**src/rtl/swz_pkg.sv**
```systemverilog
// Shared sizes for the swizzle address generator.
// Assumes texture sides are powers of two, at most 2^COORD_W.
package swz_pkg;
    localparam int COORD_W   = 12;            // coordinate width, 4096 per side
    localparam int LOG_W     = 4;             // width of log2 dimension fields
    localparam int IDX_W     = 2 * COORD_W;   // texel index width
    localparam int ADDR_W    = 32;            // byte address width
    localparam int BPT_W     = 3;             // bytes-per-texel code width
    localparam int MAX_SHIFT = 4;             // 16 bytes per texel at most
    localparam int ALIGN_LOG = 6;             // 64-byte alignment for copy starts
endpackage

```
**src/rtl/swz_interleave.sv**
```systemverilog
// Morton interleave of two coordinates.
// x bit i lands on output bit 2i, y bit i on output bit 2i+1.
// Purely combinational; the caller masks off bits that must not take part.
module swz_interleave #(
    parameter int COORD_W = swz_pkg::COORD_W,
    localparam int OUT_W  = 2 * COORD_W
) (
    input  logic [COORD_W-1:0] x_i,
    input  logic [COORD_W-1:0] y_i,
    output logic [OUT_W-1:0]   code_o
);
    // One pair of output bits per coordinate bit.
    for (genvar i = 0; i < COORD_W; i++) begin : g_bit
        assign code_o[2*i]   = x_i[i];
        assign code_o[2*i+1] = y_i[i];
    end
endmodule

```
**src/rtl/swz_tile_index.sv**
```systemverilog
// Texel index of a coordinate in a texture made of square Morton tiles.
// Tile side is 2^min(log_w, log_h). Low coordinate bits are interleaved,
// and the high bits (x|y above the tile) times the side give the tile base.
// Assumes coordinates lie inside the texture; log values above COORD_W clamp.
module swz_tile_index #(
    parameter int COORD_W = swz_pkg::COORD_W,
    parameter int LOG_W   = swz_pkg::LOG_W,
    localparam int IDX_W  = 2 * COORD_W
) (
    input  logic [COORD_W-1:0] x_i,
    input  logic [COORD_W-1:0] y_i,
    input  logic [LOG_W-1:0]   log_w_i,
    input  logic [LOG_W-1:0]   log_h_i,
    output logic [IDX_W-1:0]   idx_o
);
    logic [LOG_W-1:0]   side_log;
    logic [COORD_W-1:0] low_mask;
    logic [COORD_W-1:0] x_low;
    logic [COORD_W-1:0] y_low;
    logic [COORD_W-1:0] high_bits;
    logic [IDX_W-1:0]   tile_base;
    logic [IDX_W-1:0]   morton;

    // Tile side exponent: smaller dimension, clamped to the coordinate width.
    always_comb begin
        side_log = (log_w_i < log_h_i) ? log_w_i : log_h_i;
        if (side_log > LOG_W'(COORD_W))
            side_log = LOG_W'(COORD_W);
    end

    // Split coordinates into the in-tile part and the tile-selecting part.
    always_comb begin
        low_mask  = ~({COORD_W{1'b1}} << side_log);
        x_low     = x_i & low_mask;
        y_low     = y_i & low_mask;
        high_bits = (x_i | y_i) & ~low_mask;
        tile_base = {{COORD_W{1'b0}}, high_bits} << side_log;
    end

    swz_interleave #(.COORD_W(COORD_W)) u_interleave (
        .x_i    (x_low),
        .y_i    (y_low),
        .code_o (morton)
    );

    // Tile base occupies bits at or above 2*side_log, Morton part below.
    assign idx_o = tile_base | morton;
endmodule

```
**src/rtl/swz_byte_addr.sv**
```systemverilog
// Byte address from base, texel index and bytes-per-texel code,
// plus the copy-start alignment check.
// Codes above MAX_SHIFT act as MAX_SHIFT. Address wraps at ADDR_W bits.
module swz_byte_addr #(
    parameter int IDX_W     = swz_pkg::IDX_W,
    parameter int ADDR_W    = swz_pkg::ADDR_W,
    parameter int BPT_W     = swz_pkg::BPT_W,
    parameter int MAX_SHIFT = swz_pkg::MAX_SHIFT,
    parameter int ALIGN_LOG = swz_pkg::ALIGN_LOG
) (
    input  logic [ADDR_W-1:0] base_i,
    input  logic [IDX_W-1:0]  idx_i,
    input  logic [BPT_W-1:0]  code_i,
    output logic [ADDR_W-1:0] addr_o,
    output logic              misaligned_o
);
    logic [BPT_W-1:0]  shamt;
    logic [ADDR_W-1:0] offset;

    // Clamp the element size code to the largest supported texel.
    always_comb begin
        shamt = (code_i > BPT_W'(MAX_SHIFT)) ? BPT_W'(MAX_SHIFT) : code_i;
    end

    // Scale index to bytes and add the base.
    always_comb begin
        offset = {{(ADDR_W-IDX_W){1'b0}}, idx_i} << shamt;
        addr_o = base_i + offset;
    end

    // Any set bit below the alignment boundary flags the address.
    assign misaligned_o = |addr_o[ALIGN_LOG-1:0];
endmodule

```
**src/rtl/swz_addr_gen.sv**
```systemverilog
// Top: two-stage valid/ready pipeline around the swizzle address logic.
// Stage 1 registers the texel index with base and size code; stage 2
// registers the byte address and the alignment flag. Each stage moves
// on when the next one is empty or is being emptied. Output holds while
// out_ready is low. Synchronous active-low reset clears only valid bits.
module swz_addr_gen #(
    parameter int COORD_W   = swz_pkg::COORD_W,
    parameter int LOG_W     = swz_pkg::LOG_W,
    parameter int ADDR_W    = swz_pkg::ADDR_W,
    parameter int BPT_W     = swz_pkg::BPT_W,
    parameter int MAX_SHIFT = swz_pkg::MAX_SHIFT,
    parameter int ALIGN_LOG = swz_pkg::ALIGN_LOG,
    localparam int IDX_W    = 2 * COORD_W
) (
    input  logic               clk,
    input  logic               rst_n,
    input  logic               in_valid,
    output logic               in_ready,
    input  logic [COORD_W-1:0] in_x,
    input  logic [COORD_W-1:0] in_y,
    input  logic [LOG_W-1:0]   in_log2_w,
    input  logic [LOG_W-1:0]   in_log2_h,
    input  logic [ADDR_W-1:0]  in_base,
    input  logic [BPT_W-1:0]   in_bpt_code,
    output logic               out_valid,
    input  logic               out_ready,
    output logic [ADDR_W-1:0]  out_addr,
    output logic               out_misaligned
);
    logic              s1_valid;
    logic [IDX_W-1:0]  s1_idx;
    logic [ADDR_W-1:0] s1_base;
    logic [BPT_W-1:0]  s1_code;
    logic              s2_valid;
    logic [ADDR_W-1:0] s2_addr;
    logic              s2_mis;
    logic              adv2;
    logic              adv1;
    logic [IDX_W-1:0]  idx_next;
    logic [ADDR_W-1:0] addr_next;
    logic              mis_next;

    // Stage enables: a stage loads when it is empty or its content moves on.
    always_comb begin
        adv2 = !s2_valid || out_ready;
        adv1 = !s1_valid || adv2;
    end

    assign in_ready = adv1;

    swz_tile_index #(.COORD_W(COORD_W), .LOG_W(LOG_W)) u_index (
        .x_i     (in_x),
        .y_i     (in_y),
        .log_w_i (in_log2_w),
        .log_h_i (in_log2_h),
        .idx_o   (idx_next)
    );

    // Stage 1 valid bit.
    always_ff @(posedge clk) begin
        if (!rst_n)
            s1_valid <= 1'b0;
        else if (adv1)
            s1_valid <= in_valid;
    end

    // Stage 1 data: texel index and what stage 2 needs.
    always_ff @(posedge clk) begin
        if (adv1 && in_valid) begin
            s1_idx  <= idx_next;
            s1_base <= in_base;
            s1_code <= in_bpt_code;
        end
    end

    swz_byte_addr #(
        .IDX_W     (IDX_W),
        .ADDR_W    (ADDR_W),
        .BPT_W     (BPT_W),
        .MAX_SHIFT (MAX_SHIFT),
        .ALIGN_LOG (ALIGN_LOG)
    ) u_addr (
        .base_i       (s1_base),
        .idx_i        (s1_idx),
        .code_i       (s1_code),
        .addr_o       (addr_next),
        .misaligned_o (mis_next)
    );

    // Stage 2 valid bit.
    always_ff @(posedge clk) begin
        if (!rst_n)
            s2_valid <= 1'b0;
        else if (adv2)
            s2_valid <= s1_valid;
    end

    // Stage 2 data: byte address and alignment flag.
    always_ff @(posedge clk) begin
        if (adv2 && s1_valid) begin
            s2_addr <= addr_next;
            s2_mis  <= mis_next;
        end
    end

    assign out_valid      = s2_valid;
    assign out_addr       = s2_addr;
    assign out_misaligned = s2_mis;
endmodule

```
**config.mk**
```make
export PLATFORM = sky130hd
export DESIGN_NAME = swz_addr_gen
export DESIGN_NICKNAME = d
export VERILOG_FILES = /design/src/rtl/swz_pkg.sv /design/src/rtl/swz_interleave.sv /design/src/rtl/swz_tile_index.sv /design/src/rtl/swz_byte_addr.sv /design/src/rtl/swz_addr_gen.sv
export SDC_FILE = /design/constraint.sdc
export NUM_CORES = 1
export LEC_CHECK = 0
export BUFFER_PORTS_ARGS = -buffer_cell sky130_fd_sc_hd__buf_2
export CAP_MARGIN = 0
export CORE_ASPECT_RATIO = 2
export CORE_MARGIN = 2
export CORE_UTILIZATION = 55
export CTS_CLUSTER_SIZE = 28
export DETAILED_ROUTE_END_ITERATION = 12
export PLACE_DENSITY_LB_ADDON = 0.3
export SKIP_CTS_REPAIR_TIMING = 1
export SLEW_MARGIN = 20
export SYNTH_ARGS = -nofsm -noshare
export SYNTH_HDL_FRONTEND = slang
export SYNTH_SLANG_ARGS = --single-unit
export TNS_END_PERCENT = 30
```
**constraint.sdc**
```tcl
create_clock -name clk -period 5.4 [get_ports clk]
set_clock_uncertainty 0.2 [all_clocks]
set_input_delay 0.81 -clock clk [delete_from_list [all_inputs] [get_ports clk]]
set_output_delay 0.81 -clock clk [all_outputs]
set_load 0.05 [all_outputs]
```
### After elaboration in Yosys (flattened, before gate mapping)

Cells that the tools add are included.

* register bits: 94
* bits of input ports: 71
* logic and storage cells: 31

* add/sub/neg operators: 1
* $lt $le $gt $ge: 3
* shift-type cells: 3
* muxes and demuxes: 3
* bitwise gates (word level): 7
* reduce and logical (&&, ||, !) cells: 7

Operators by type and width (count)
* 12-bit AND: 3
* 32-bit adder: 1
* 24-bit by 3-bit left shift with 32-bit output: 1
* 12-bit NOT: 2
* 24-bit OR: 1
* 12-bit by 4-bit left shift with 24-bit output: 1
* 12-bit OR: 1
* 12-bit by 4-bit left shift with 12-bit output, first input constant: 1
* 4-bit 2-to-1 mux: 2
* 6-bit OR reduction: 1
* 4-bit > comparator, second input constant: 1
* 4-bit < comparator: 1
* 3-bit > comparator, second input constant: 1
* 3-bit 2-to-1 mux: 1
* 1-bit logical AND: 2
* 1-bit logical NOT: 2
* 1-bit logical OR: 2

### Logic depth before layout (Yosys ltp)

* word-level depth: 10
* gate-level depth with buffers: 17
* depth with buffers taken out: 14

### Hierarchy

A second synthesis with hierarchy kept.

* cells, all modules: 669
* area total of the unflattened synthesis: 6795.3 um^2

By module, submodules not included
* swz_addr_gen: instances 1, cells each 101, area an instance 2866.5 um^2
* swz_byte_addr: instances 1, cells each 346, area an instance 2441.1 um^2
* swz_tile_index: instances 1, cells each 198, area an instance 1307.5 um^2
* swz_interleave: instances 1, cells each 24, area an instance 180.2 um^2

### Least setup slack after synthesis

OpenSTA, ideal clock, no wires.

* path type: register to register
* start: register s1_code[0]
* end: register s2_addr[31], in the netlist out_addr[31], data pin
* library setup time: 0.180 ns
* arrival time: 3.862 ns
* slack: 1.158 ns
* cell stages (with the launch flop): 17
* buffers on the path: 4
* period minus slack after synthesis: 4.242 ns
* cell sequence: edfxtp_1 -> clkbuf_1 -> nor2b_1 -> clkbuf_1 -> buf_1 -> mux2_2 -> a21oi_1 -> o21ai_0 -> ha_1 -> clkbuf_2 -> nand3_1 -> or3_1 -> nor4_1 -> o211ai_1 -> a211o_1 -> and2_1 -> o311ai_1

* cells in the longest elaborated chain, start to end: 4

RTL lines
* start: declaration: line swz_addr_gen.sv:33 `logic [BPT_W-1:0] s1_code;`
* start signal: assignment: line swz_addr_gen.sv:72 `s1_code <= in_bpt_code;`
* 3-bit > comparator: line swz_byte_addr.sv:22 `shamt = (code_i > BPT_W'(MAX_SHIFT)) ? BPT_W'(MAX_SHIFT) : code_i;`
* 3-bit 2-to-1 mux (*): line swz_byte_addr.sv:22
* 24-bit by 3-bit left shift with 32-bit output (*): line swz_byte_addr.sv:27 `offset = {{(ADDR_W-IDX_W){1'b0}}, idx_i} << shamt;`
* 32-bit adder (*): line swz_byte_addr.sv:28 `addr_o = base_i + offset;`
* named net addr_next[31]: line swz_addr_gen.sv:40 `logic [ADDR_W-1:0] addr_next;`
* end signal: assignment: line swz_addr_gen.sv:101 `s2_addr <= addr_next;`
* end: declaration: line swz_addr_gen.sv:35 `logic [ADDR_W-1:0] s2_addr;`

The timed path passes the listed nets; every way through them passes the cells marked *.
A chain may end at the register's enable or synchronous reset.

### Worst setup path after layout

* start: register s1_code[2]
* end: register s2_addr[31], in the netlist out_addr[31], data pin

The elaborated chain is that of the path after synthesis.

==> impl_metrics.py <==
metrics = {
    "detailed_routing": {
        "drt_first_pass_iters": 5,
        "totalWireLength_mm": 20.4,
        "ant_nets": 0,
        "drtIter0Drc": 378,
        "vias": 5990,
        "drt_drc_violations_left": 0,
        "vias_per_cell": 6.48,
        "wl_per_cell_um": 22.1,
    },
    "synthesis": {
        "syn_area_um2": 6640,
        "synth_top_cell_by_area": "edfxtp_1",
        "ys.flop_type": "edfxtp_1",
        "synth-xor-area-share_pct": 3.17,
        "synth_fa_ha_area_share_pct": 6.90,
        "synth_simple_gate_area_share_pct": 15.4,
        "yosys_warnings": 0,
        "synth_compound_area_share_pct": 19.7,
        "synthTopCellsByCount": "edfxtp_1, nand2_1, nor2_1",
        "synth_edf_count": 92,
        "synth.most_common_cell": "edfxtp_1",
        "muxShareOfSynthArea_pct": 9.40,
        "syn_inst": 683,
        "async_flop_share_pct": 0,
        "synthTopCellsByArea": "edfxtp_1, ha_1, mux2i_1, a21oi_1, mux2_2",
        "synth.distinct_cells": 71,
        "syn_avg_cell_area_um2": 9.72,
        "yosysSeqAreaShare_pct": 42.2,
        "synth_top_family_by_area": "compound AO/OA/AOI/OAI gates",
        "synth_seq_cells": 94,
        "yosys.area.top_type_share_pct": 41.6,
    },
    "placed_design": {
        "placed_cells": 908,
        "io_buffer_count": 105,
        "post-place-ws_ps": 1230,
        "dp_hpwl_mm": 15.7,
        "place.gp.congestion": 1.01,
    },
    "timing": {
        "max_freq_ghz": 0.237,
        "fin_tns_setup_ps": 0,
        "max-slew-margin-rel_pct": 43.1,
        "setup_slack_ps": 1170,
        "timing.final.hold_violations": 0,
        "setup_viol": 0,
        "period_needed_ps": 4230,
        "rsz0062_at_grt": "false",
        "worst_slew_pin_slew_ps": 853,
        "drv_slew": 0,
        "whs_ps": 355,
        "period_share_pct": 78.2,
    },
    "die": {
        "io_pins": 106,
        "die_h_um": 159,
        "dieArea_um2": 13000,
        "dieWidth_um": 81.7,
        "start_util_pct": 56.4,
        "design.core.area_um2": 11800,
        "rows": 56,
    },
    "power": {
        "switching_share_pct": 34.7,
        "powerDensity_nw_per_um2": 334,
        "clkPwrFrac_pct": 28.8,
        "p_seq_share_pct": 37.4,
        "power_leakage_nw": 3.12,
        "p_sw_uw": 883,
        "comb_power_share_pct": 33.8,
        "internal-power_mw": 1.66,
        "vdd_ir_drop_max_v": 0.000270,
    },
    "finish": {
        "post-route-util_pct": 64.7,
        "fin_nets": 881,
        "area_growth_pct": 14.7,
        "antennaDiodeCount": 0,
        "drive_gt1_share_pct": 22.2,
        "instances_no_fill": 924,
    },
    "setup_path": {
        "cpPeakStageDelay_ps": 460,
        "r2r_cells": 14,
        "rrSetupSlack_ps": 1170,
        "cp-endpoint": "out_addr[31]",
        "worst-path-buf-inv": 1,
        "critPathKind": "reg2reg",
        "crit_family": "compound AO/OA/AOI/OAI gates",
        "cp.arrival_ps": 4110,
        "cp_data_required_time_ps": 5280,
        "cp_max_fo": 19,
        "worstSetupPathDepth": 14,
        "cpMostUsedCell": "o21ai_0",
        "slowest_stage": "nor3_1",
        "timing.rr.start": "s1_code[2]",
        "cp-start-kind": "flop",
        "critPathCaptureType": "flop",
        "crit_start": "s1_code[2]",
        "r2r-end": "out_addr[31]",
        "critical_path.cell_chain": "nor2b_1, buf_4, mux2_2, o21ai_0, o21ai_0, ha_1, a21o_1, a31o_2, nor3_1, nor4_1, o211ai_1, a211o_1, and2_1, o311ai_1",
    },
    "clock_tree": {
        "clockRootBuffer": "clkbuf_16",
        "path_clk_slew_ps": 70,
        "h-tree-depth": 3,
        "clkLatencyLatePin_ps": 350,
        "cts.path.max_buffers": 2,
        "cts_inserted_buffers": 9,
        "cts_tree": "yes",
        "cts_sinks": 94,
    },
    "worst_hold_path": {
        "hold_start": "s1_valid",
        "worst_hold_path_type": "reg2reg",
        "min_delay_path_depth": 1,
    },
    "grt": {
        "grt_pass1_vias": 6086,
        "grt_pass1_wl_mm": 31.2,
        "antenna_found_initial": 0,
        "grt.overflow.total": 0,
        "groute.usage.overall_pct": 32.2,
        "grt_max_degree": 60,
    },
    "outcome": {
        "status": "complete, no violations",
    },
    "flow_run": {
        "maxCapViolations": 0,
    },
}
layout by cell type, fill, tap and decap left out, types with 9 or more instances in the layout:
master and count:
mux2_2 23, o21ai_0 43, nor3_1 11, clkbuf_16 9, nand3_1 15, mux2i_1 32, buf_2 105, ha_1 35
nor2b_1 12, inv_1 18, edfxtp_1 92, a21o_1 10, nor2_1 63, xnor2_1 17, a21oi_1 62, nand2_1 68
worst reg2reg max path, delay by kind of cell (launching register included):
kind                       cells  cell delay [ps]
and+or+nand+nor                4              900
AOI/OAI and AO/OA              7             1420
muxes                          1              390
adders and majority gates      1              370
buffers and inverters          1              280
DFF                            1              390
cells by family after synthesis:
logic type	Yosys count
XOR/XNOR	24
AO/OA/AOI/OAI	199
adder cells (fa/ha/maj)	36
flip-flops	94
buffers and inverters	53
AND/OR/NAND/NOR	218
multiplexers	58
other	1
power groups by stage:
stage | sequential, mW | clock, mW | combinational (mW)
2_1_floorplan | 1.05 | 0 | 0.526
3_3_place_gp | 0.962 | 0 | 0.812
3_5_place_dp | 0.965 | 0 | 0.833
4_1_cts | 0.951 | 0.737 | 0.844
5_1_grt | 0.958 | 0.764 | 0.930
6_report | 0.952 | 0.733 | 0.862
routing by layer:
metal / track usage, % / routed length (um)
met3: 5.44 / 1010
met2: 61.4 / 11500
met1: 26.8 / 6140
met5: 0 / 0
met4: 25.4 / 1810
how the worst min path moves through the flow:
stage / slack, ps / to
final: 350 / out_valid
after global routing: 370 / out_valid
after CTS: 370 / out_valid
after detailed placement: 350 / out_valid
after global placement: 290 / out_valid
after floorplan: 280 / out_valid
registers in the layout, summed over array words and instances, names as in the netlist:
| signal | count |
|---|---|
| out_addr | 32 |
| out_misaligned | 1 |
| out_valid | 1 |
| s1_base | 32 |
| s1_code | 3 |
| s1_idx | 24 |
| s1_valid | 1 |
final cells by class:
cell class / instances / area [um2]
Fill cell: 957 / 4160
Clock inverter: 7 / 119
Sequential cell: 94 / 2800
Inverter: 18 / 67.6
Timing Repair Buffer: 113 / 586
Multi-Input combinational cell: 538 / 3630
Tap cell: 145 / 181
Clock buffer: 9 / 225
stage by stage:
| stage | total power, mW | cell area (um2) |
|---|---|---|
| after floorplan | 1.57 | 6650 |
| after global placement | 1.77 | 7270 |
| after detailed placement | 1.80 | 7270 |
| after CTS | 2.53 | 7620 |
| after global routing | 2.65 | 7620 |
| final | 2.55 | 7620 |
(Power assumes the default switching activity.)
